## src/rtl/alu4_mux2_bank.sv

```systemverilog
module alu4_mux2_bank #(
  parameter int WIDTH = 4
) (
  input  logic             sel,
  input  logic [WIDTH-1:0] in0,
  input  logic [WIDTH-1:0] in1,
  output logic [WIDTH-1:0] out
);
  // one 2:1 selector per bit
  for (genvar i = 0; i < WIDTH; i++) begin : g_bit
    assign out[i] = sel ? in1[i] : in0[i];
  end
endmodule

```

## src/rtl/alu4_ripple_adder.sv

```systemverilog
module alu4_ripple_adder #(
  parameter int WIDTH = 4
) (
  input  logic [WIDTH-1:0] a,
  input  logic [WIDTH-1:0] b,
  input  logic             cin,
  output logic [WIDTH-1:0] sum,
  output logic             cout
);
  logic [WIDTH:0] carry;

  assign carry[0] = cin;

  for (genvar i = 0; i < WIDTH; i++) begin : g_fa
    logic half;
    assign half         = a[i] ^ b[i];
    assign sum[i]       = half ^ carry[i];
    assign carry[i + 1] = (a[i] & b[i]) | (half & carry[i]);
  end

  assign cout = carry[WIDTH];
endmodule

```

## src/rtl/alu4_core.sv

```systemverilog
module alu4_core #(
  parameter int WIDTH = 4
) (
  input  logic [WIDTH-1:0] x,
  input  logic [WIDTH-1:0] y,
  input  logic             s1,
  input  logic             s0,
  output logic [WIDTH-1:0] z,
  output logic             cout
);
  logic [WIDTH-1:0] y_inv;
  logic [WIDTH-1:0] y_eff;
  logic [WIDTH-1:0] arith_res;
  logic             arith_carry;
  logic [WIDTH-1:0] and_res;
  logic [WIDTH-1:0] xor_res;
  logic [WIDTH-1:0] logic_res;
  logic [0:0]       carry_sel;

  assign y_inv   = ~y;
  assign and_res = x & y;
  assign xor_res = x ^ y;

  // operand steering: y or ~y, controlled by the subtract line
  alu4_mux2_bank #(.WIDTH(WIDTH)) u_ysel (
    .sel(s0), .in0(y), .in1(y_inv), .out(y_eff)
  );

  // single adder; subtract line doubles as carry-in
  alu4_ripple_adder #(.WIDTH(WIDTH)) u_add (
    .a(x), .b(y_eff), .cin(s0), .sum(arith_res), .cout(arith_carry)
  );

  // logic section: AND or XOR
  alu4_mux2_bank #(.WIDTH(WIDTH)) u_lsel (
    .sel(s0), .in0(and_res), .in1(xor_res), .out(logic_res)
  );

  // result selector: arithmetic or logic
  alu4_mux2_bank #(.WIDTH(WIDTH)) u_osel (
    .sel(s1), .in0(arith_res), .in1(logic_res), .out(z)
  );

  // carry selector: adder carry or forced zero
  alu4_mux2_bank #(.WIDTH(1)) u_csel (
    .sel(s1), .in0(arith_carry), .in1(1'b0), .out(carry_sel)
  );

  assign cout = carry_sel[0];
endmodule

```

## config.mk

```make
export PLATFORM = sky130hd
export DESIGN_NAME = alu4_core
export DESIGN_NICKNAME = d
export VERILOG_FILES = /design/src/rtl/alu4_mux2_bank.sv /design/src/rtl/alu4_ripple_adder.sv /design/src/rtl/alu4_core.sv
export SDC_FILE = /design/constraint.sdc
export NUM_CORES = 1
export LEC_CHECK = 0
export BUFFER_PORTS_ARGS = -buffer_cell sky130_fd_sc_hd__buf_2
export CAP_MARGIN = 20
export CORE_AREA = 2 2 39 41
export DETAILED_ROUTE_END_ITERATION = 10
export DIE_AREA = 0 0 41 43
export REMOVE_ABC_BUFFERS = 1
export SYNTH_ARGS = -nofsm -noshare
export SYNTH_HDL_FRONTEND = slang
export SYNTH_SLANG_ARGS = --single-unit
```

## constraint.sdc

```tcl
create_clock -name vclk -period 3.9
set_input_delay 0.975 -clock vclk [all_inputs]
set_output_delay 0.975 -clock vclk [all_outputs]
set_load 0.005 [all_outputs]
```

=== Word-level counts from Yosys, hierarchy flattened ===
Index checks and enable logic that the tools add are counted.
W data, S select, Z words.

* Register bits: 0
* Output and inout bits: 5
* Bits of input ports: 10

* Bitwise gates (word level): 23
* Muxes and demuxes: 13

{| class="wikitable"
|+ Operators by type and width
! kind !! count
|-
| $mux W1 || 13
|-
| $and A1 B1 Y1 || 8
|-
| $xor A1 B1 Y1 || 8
|-
| $and A4 B4 Y4 || 1
|-
| $not A4 Y4 || 1
|-
| $or A1 B1 Y1 || 4
|-
| $xor A4 B4 Y4 || 1
|}

=== Depth between registers and ports, before layout ===
Gate-level depths: netlist (run 1).

* Depth after elaboration: 12
* Depth in mapped cells: 6

=== By module ===
Synthesis (run 1) repeated with hierarchy kept, for this count alone.

* Cell total of the unflattened synthesis: 36
* Area total of the unflattened synthesis: 336.6 sq um

{| class="wikitable"
|+ Modules (own cells, without submodules)
! module !! area each (sq um) !! cells each !! sequential area each (sq um) !! times used
|-
| alu4_mux2_bank at u_lsel ... || 45.0 || 4 || 0.0 || 3
|-
| alu4_ripple_adder || 117.6 || 14 || 0.0 || 1
|-
| alu4_core || 68.8 || 9 || 0.0 || 1
|-
| alu4_mux2_bank at u_csel || 15.0 || 1 || 0.0 || 1
|}

=== Least setup slack after synthesis (run 1) ===
OpenSTA, ideal clock, no wires.

* Kind: input to output
* Start point: input port s0
* End point: output port z[3]
* Slack: 334 ps
* Data arrival time: 2591 ps
* Cell stages on the path: 6
* Cell sequence: buf_6 > xnor2_1 > fa_1 > fa_1 > fa_1 > mux2i_1

* Longest elaborated chain between the ends: 10
* Elaborated cells between the ends (all ways): 20
* Those cells by class: mux (6); bitwise (14)

{| class="wikitable"
|+ RTL lines
! item !! RTL line !! RTL
|-
| start, declared || alu4_core.sv:7 || <nowiki>input logic s0,</nowiki>
|-
| $mux W1 || alu4_mux2_bank.sv:11 || <nowiki>assign out[i] = sel ? in1[i] : in0[i];</nowiki>
|-
| $xor A1 B1 Y1 || alu4_ripple_adder.sv:16 || <nowiki>assign half = a[i] ^ b[i];</nowiki>
|-
| $and A1 B1 Y1 || alu4_ripple_adder.sv:18 || <nowiki>assign carry[i + 1] = (a[i] & b[i]) | (half & carry[i]);</nowiki>
|-
| $or A1 B1 Y1 || alu4_ripple_adder.sv:18 ||
|-
| $and A1 B1 Y1 || alu4_ripple_adder.sv:18 ||
|-
| $or A1 B1 Y1 || alu4_ripple_adder.sv:18 ||
|-
| $and A1 B1 Y1 || alu4_ripple_adder.sv:18 ||
|-
| $or A1 B1 Y1 || alu4_ripple_adder.sv:18 ||
|-
| $xor A1 B1 Y1 || alu4_ripple_adder.sv:17 || <nowiki>assign sum[i] = half ^ carry[i];</nowiki>
|-
| $mux W1 (*) || alu4_mux2_bank.sv:11 ||
|-
| end, declared || alu4_core.sv:8 || <nowiki>output logic [WIDTH-1:0] z,</nowiki>
|}

Mark *: on every way between the ends. The rest lies on a longest branch, timed or not.

=== Worst setup path in the final report (run 1) ===
Same ends and word-level chain as after synthesis.

==> results of run 1 <==
-- power by group through the flow --
| stage | registers [mW] | logic (mW) | clock network [mW] |
|---|---|---|---|
| 2_1_floorplan | 0 | 0.0259 | 0 |
| 3_3_place_gp | 0 | 0.0467 | 0 |
| 3_5_place_dp | 0 | 0.0484 | 0 |
| 4_1_cts | 0 | 0.0487 | 0 |
| 5_1_grt | 0 | 0.0536 | 0 |
| 6_report | 0 | 0.0466 | 0 |
-- kinds of logic (layout without fill, tap and decap cells) --
kind of cell	Yosys count	count (layout)
xor gates and xnor gates	3	3
and+or+nand+nor	2	2
muxes	8	8
buffers and inverters	5	19
adders and majority gates	7	7
-- cell type report --
cell class / instances / area share (%)
multi-input combinational: 20 / 67.7
timing repair buffer: 16 / 23.4
tap: 16 / 5.67
inverter: 3 / 3.19
-- worst paths after layout --
kind                  cells past startpoint  endpoint  slack, ps  from
worst max-delay path                      7      z[3]        210    s0
worst min-delay path                      3      cout       2310    s1
-- layout by cell type, fill, tap and decap left out --
cell,netlist,final
ha_1,4,4
fa_1,3,3
buf_4,0,1
buf_2,1,15
xnor2_1,3,3
inv_1,3,3
nor2_1,1,1
mux2_4,1,1
mux2i_1,7,7
nand2b_4,1,1
-- stage by stage --
step	worst slack (ps)	utilization [%]	instances	power (mW)
2_1_floorplan	467	-	23	0.0259
3_3_place_gp	206	25.5	55	0.0467
3_5_place_dp	182	25.5	55	0.0484
4_1_cts	178	25.5	55	0.0487
5_1_grt	103	25.5	55	0.0536
6_report	210	25.5	55	0.0466
-- routing by layer --
| metal | share of wire [%] | wire length, microns | global-route usage (%) |
|---|---|---|---|
| met1 | 42 | 200 | 8.74 |
| met2 | 49 | 236 | 8.44 |
| met3 | 9.1 | 44 | 0 |
| met4 | 0 | 0 | 0 |
| met5 | 0 | 0 | 0 |
==> metrics.md, run 1 <==
| Metric | Value |
|---|---|
| Status | finished clean |
| Top cells by area, synth | mux2i_1 26%, fa_1 23%, ha_1 19% |
| Switching share of power | 45.0% |
| Maximum number of pins on one net before global-route repair | 7 |
| Cell Chain, Critical Path | buf_2 > xnor2_1 > fa_1 > fa_1 > fa_1 > mux2i_1 > buf_2 |
| Placed Area | 353 sq um |
| Number of top-level pins | 15 |
| Hold-fix buffers at CTS | 0 |
| Final worst path period need | ~3700 ps |
| WL final | 481 microns |
| Die Ht | 43 microns |
| Hold WC Path Type | primary input to primary output |
| P&R area growth vs syn | 32.4% |
| DRC viols | 0 |
| Setup-failing EPs final | 0 |
| Post-synthesis xor/xnor area fraction | 9.86% |
| CP Class | primary input to primary output |
| Compound-cell area share of the yosys netlist | 0% |
| Crit path buf inv count | 2 |
| Initial Utilization | roughly a fifth |
| Mux contribution to synthesized area | 31.9% |
| Fillers | 152 |
| Vias | 230 |
| Peak supply drop | about 0.000052 V |
| FF+latch count | 0 |
| Detailed Routing Iterations Pass 1 | 1 |
| GRT Total Usage | 5.43% |
| Final instance area | 353 sq um |
| CP peak stage delay | 440 ps |
| Post-synthesis adder-cell area fraction | 41.3% |
| Average size of a mapped cell | roughly 11 sq um |
| Area share of the leading cell type in the synthesized netlist | 26.3% |
| P_leak | 0.201 nW |
| Share of cells above drive strength 1 | 46.2% |
| Simple-gate share of the synthesized area | 6.57% |
| Commonest cells post-synth | 7 x mux2i_1, 4 x ha_1, 3 x fa_1, 3 x inv_1, 3 x xnor2_1 |
| Mapped Cells | 25 |
| Post-CTS sizing | 0 |
| Number of max-cap violations | 0 |
| Kind of cell adding the most delay to the critical path | adder cells |
| # diodes | 0 |
| Worst setup EP type | primary output |
| Clk_buf instances | 0 |
| Largest family of logic cells by synthesized area | adder cells |
| CP max stage cell | fa_1 |
| Rel. slew slack | about nine tenths |
| RePlAce Congestion | 0.544 |
| Worst-path maximum fanout | 3 |
| GR Overflow Total | 0 |
| Yosys warning count | 0 |
| WP data arrival | 2720 ps |
| Buffers added on ports | 15 |
| Most frequent cell after synthesis | mux2i_1 |
| Sequential area share after synthesis | 0% |
| Reg power frac | 0% |
| Row count | 14 |
| Slew @ Worst Pin | 175 ps |
| Logic gate share of total power | 100.0% |
| Detailed Route Iter0 Violations | 0 |
| Synth unique cells | 10 |
| Post-CTS setup buffer count | 0 |
| Die ar. | 1760 sq um |
| Crit path top cell by count | fa_1 |
| Final layout net count | 58 |
| Fin. Hold Viols | 0 |
| Core area | 1380 sq um |
| Int Power | 25.6 uW |
| First-pass GRT wire length | 703 microns |
| Final hold slack | 2310 ps |
| Mapped Area | 267 sq um |
| DRT antenna net count | 0 |
| Vias in the first global route | 194 |
| Post-DR vias/cell | 4.18 |
| RSZ-0062 raised after global routing | no |
| Fin. max-slew vios | 0 |
| CP required | 2920 ps |
| Post-Route Setup TNS | 0 ps |
| NetSw | 21.0 uW |
| Fmax | 271 MHz |
| Storage cell area | 0 sq um |
| Initial antenna violation count | 0 |
| Pwr dens | approximately 130 nW/um^2 |
| Multi-input gate area | ~240 sq um |
| Most area-hungry cell type in the Yosys netlist | mux2i_1 |
| Fin crit share | about 95% |
| Clock network fraction of total power | 0% |
| Worst Setup Start Kind | primary input |
| Die W | 41 microns |
| Drt wl/cell | between 8 and 9 microns |
No activity file was read; power rests on OpenSTA's default activity.
==> run 2: changes to the inputs <==
Settings changed: REMOVE_ABC_BUFFERS 1 to unset.
Clock period 3.9 ns to 3.3 ns, I/O delays scaled along.
==> run 2 against run 1 <==
  * First-iteration DRC count did not move
  * Core utilization up 4.3 points
  * Setup slack got worse by 190 ps
  * Power is 36% higher
  * Die area is the same
  * Final cell count grew 3.6%
  * Non-clock buffer count increased by 2
  * Combinational power rose by 36%
  * Sequential share of layout area stayed put
  * Hold slack worse by 300 ps
  * Clock-buffer cell count did not move
  * Critical endpoint unchanged
  * Largest power group unchanged
==> metrics.md, run 2 (synthesized netlist as in run 1, its figures left out) <==
| Metric | Value |
|---|---|
| # diodes | 0 |
| Final worst path period need | 3280 ps |
| Fmax | 305 MHz |
| Final layout net count | 60 |
| CP peak stage delay | 430 ps |
| RSZ-0062 raised after global routing | yes |
| Fin. max-slew vios | 0 |
| Share of cells above drive strength 1 | 56.1% |
| P_leak | 0.223 nW |
| Die ar. | 1760 sq um |
| Setup-failing EPs final | 0 |
| Crit path buf inv count | 2 |
| Fin crit share | 99.3% |
| FF+latch count | 0 |
| DRC viols | 0 |
| Fillers | 153 |
| RePlAce Congestion | roughly 0.6 |
| Detailed Routing Iterations Pass 1 | 1 |
| Pwr dens | 154 nW/um^2 |
| Die W | 41 microns |
| Number of max-cap violations | 0 |
| GRT Total Usage | about 5.7% |
| Fin. Hold Viols | 0 |
| Worst setup EP type | primary output |
| Final hold slack | between 2000 and 2500 ps |
| Number of top-level pins | 15 |
| Initial antenna violation count | 0 |
| Buffers added on ports | 15 |
| Logic gate share of total power | 100.0% |
| Most common cell after layout, fill and taps aside | buf_2 |
| First-pass GRT wire length | 738 microns |
| Clock network fraction of total power | 0% |
| Rel. slew slack | around 90% |
| Detailed Route Iter0 Violations | 0 |
| Hold-fix buffers at CTS | 0 |
| Worst-path maximum fanout | 4 |
| Post-Synthesis Net Count | between 40 and 50 |
| Slew @ Worst Pin | 183 ps |
| Peak supply drop | 0.0000505 V |
| Multi-input gate area | 263 sq um |
| Most frequent cells in the layout | 13 x buf_2, 7 x mux2i_1, 4 x ha_1 |
| NetSw | 26.6 uW |
| Initial Utilization | 19.3% |
| Core area | 1380 sq um |
| Status | finished clean |
| Clk_buf instances | 0 |
| Crit path top cell by count | fa_2 |
| DRT antenna net count | 0 |
| CP required | 2470 ps |
| Reg power frac | 0% |
| Vias | 221 |
| Int Power | roughly 37 uW |
| Maximum number of pins on one net before global-route repair | 6 |
| Post-CTS setup buffer count | 0 |
| Switching share of power | 41.9% |
| GR Overflow Total | 0 |
| P&R area growth vs syn | 54.9% |
| Vias in the first global route | 190 |
| CP max stage cell | fa_1 |
| Row count | 14 |
| WL final | 498 microns |
| Drt wl/cell | around 8.7 microns |
| Post-DR vias/cell | 3.88 |
| Post-DP HPWL | 453 microns |
| CP Class | primary input to primary output |
| WP data arrival | between 2000 and 2500 ps |
| Worst Setup Start Kind | primary input |
| Kind of cell adding the most delay to the critical path | adder cells |
| Cell Chain, Critical Path | buf_12 > xnor2_4 > fa_2 > fa_2 > fa_1 > mux2i_1 > buf_2 |
| Die Ht | between 40 and 50 microns |
| Post-Route Setup TNS | 0 ps |
| Hold WC Path Type | primary input to primary output |
| Storage cell area | 0 sq um |
==> run 2: metal layers <==
layer	track usage [%]	up-vias	part of all wire, %
met1	8.06	97	40
met5	0	-	0
met2	10.0	9	51
met4	0	0	0
li1	-	115	-
met3	0	0	8.6
==> run 2: worst min-delay path: stages <==
cell and delay [ps]:
buf_2 180, nor2_1 60, buf_2 110
==> run 2: metrics by stage <==
step | setup slack [ps] | cell area, sq um | util, % | cells | power [mW]
after global routing | -66.3 | 413 | 29.8 | 57 | 0.0718
after detailed placement | -138 | 368 | 26.6 | 57 | 0.0582
final | 22.9 | 413 | 29.8 | 57 | 0.0634
after floorplan | 34.1 | 267 | - | 25 | 0.0349
after global placement | -129 | 368 | 26.6 | 57 | 0.0567
after CTS | -47.1 | 373 | 26.9 | 57 | 0.0592
==> run 2: what timing repair did <==
item | CTS | global route
gates cloned | 0 | 0
endpoints found under the setup margin | 2 | 1
resized for setup | 2 | 8
==> run 2: final timing paths <==
kind	from	to	slack, ps	depth (start not counted)
max	s0	z[3]	20	7
min	s1	cout	2010	3
==> run 2: cell type report <==
| type | instances | share of cell area [%] |
|---|---|---|
| multi-input combinational | 20 | 63.6 |
| tap | 16 | 4.85 |
| timing repair buffer | 18 | 28.8 |
| inverter | 3 | 2.73 |
==> run 2: power groups by stage <==
stage	sequential, mW	clock (mW)	combinational, mW
global placement	0	0	0.0567
detailed placement	0	0	0.0582
floorplan	0	0	0.0349
global route	0	0	0.0718
CTS	0	0	0.0592
finish	0	0	0.0634
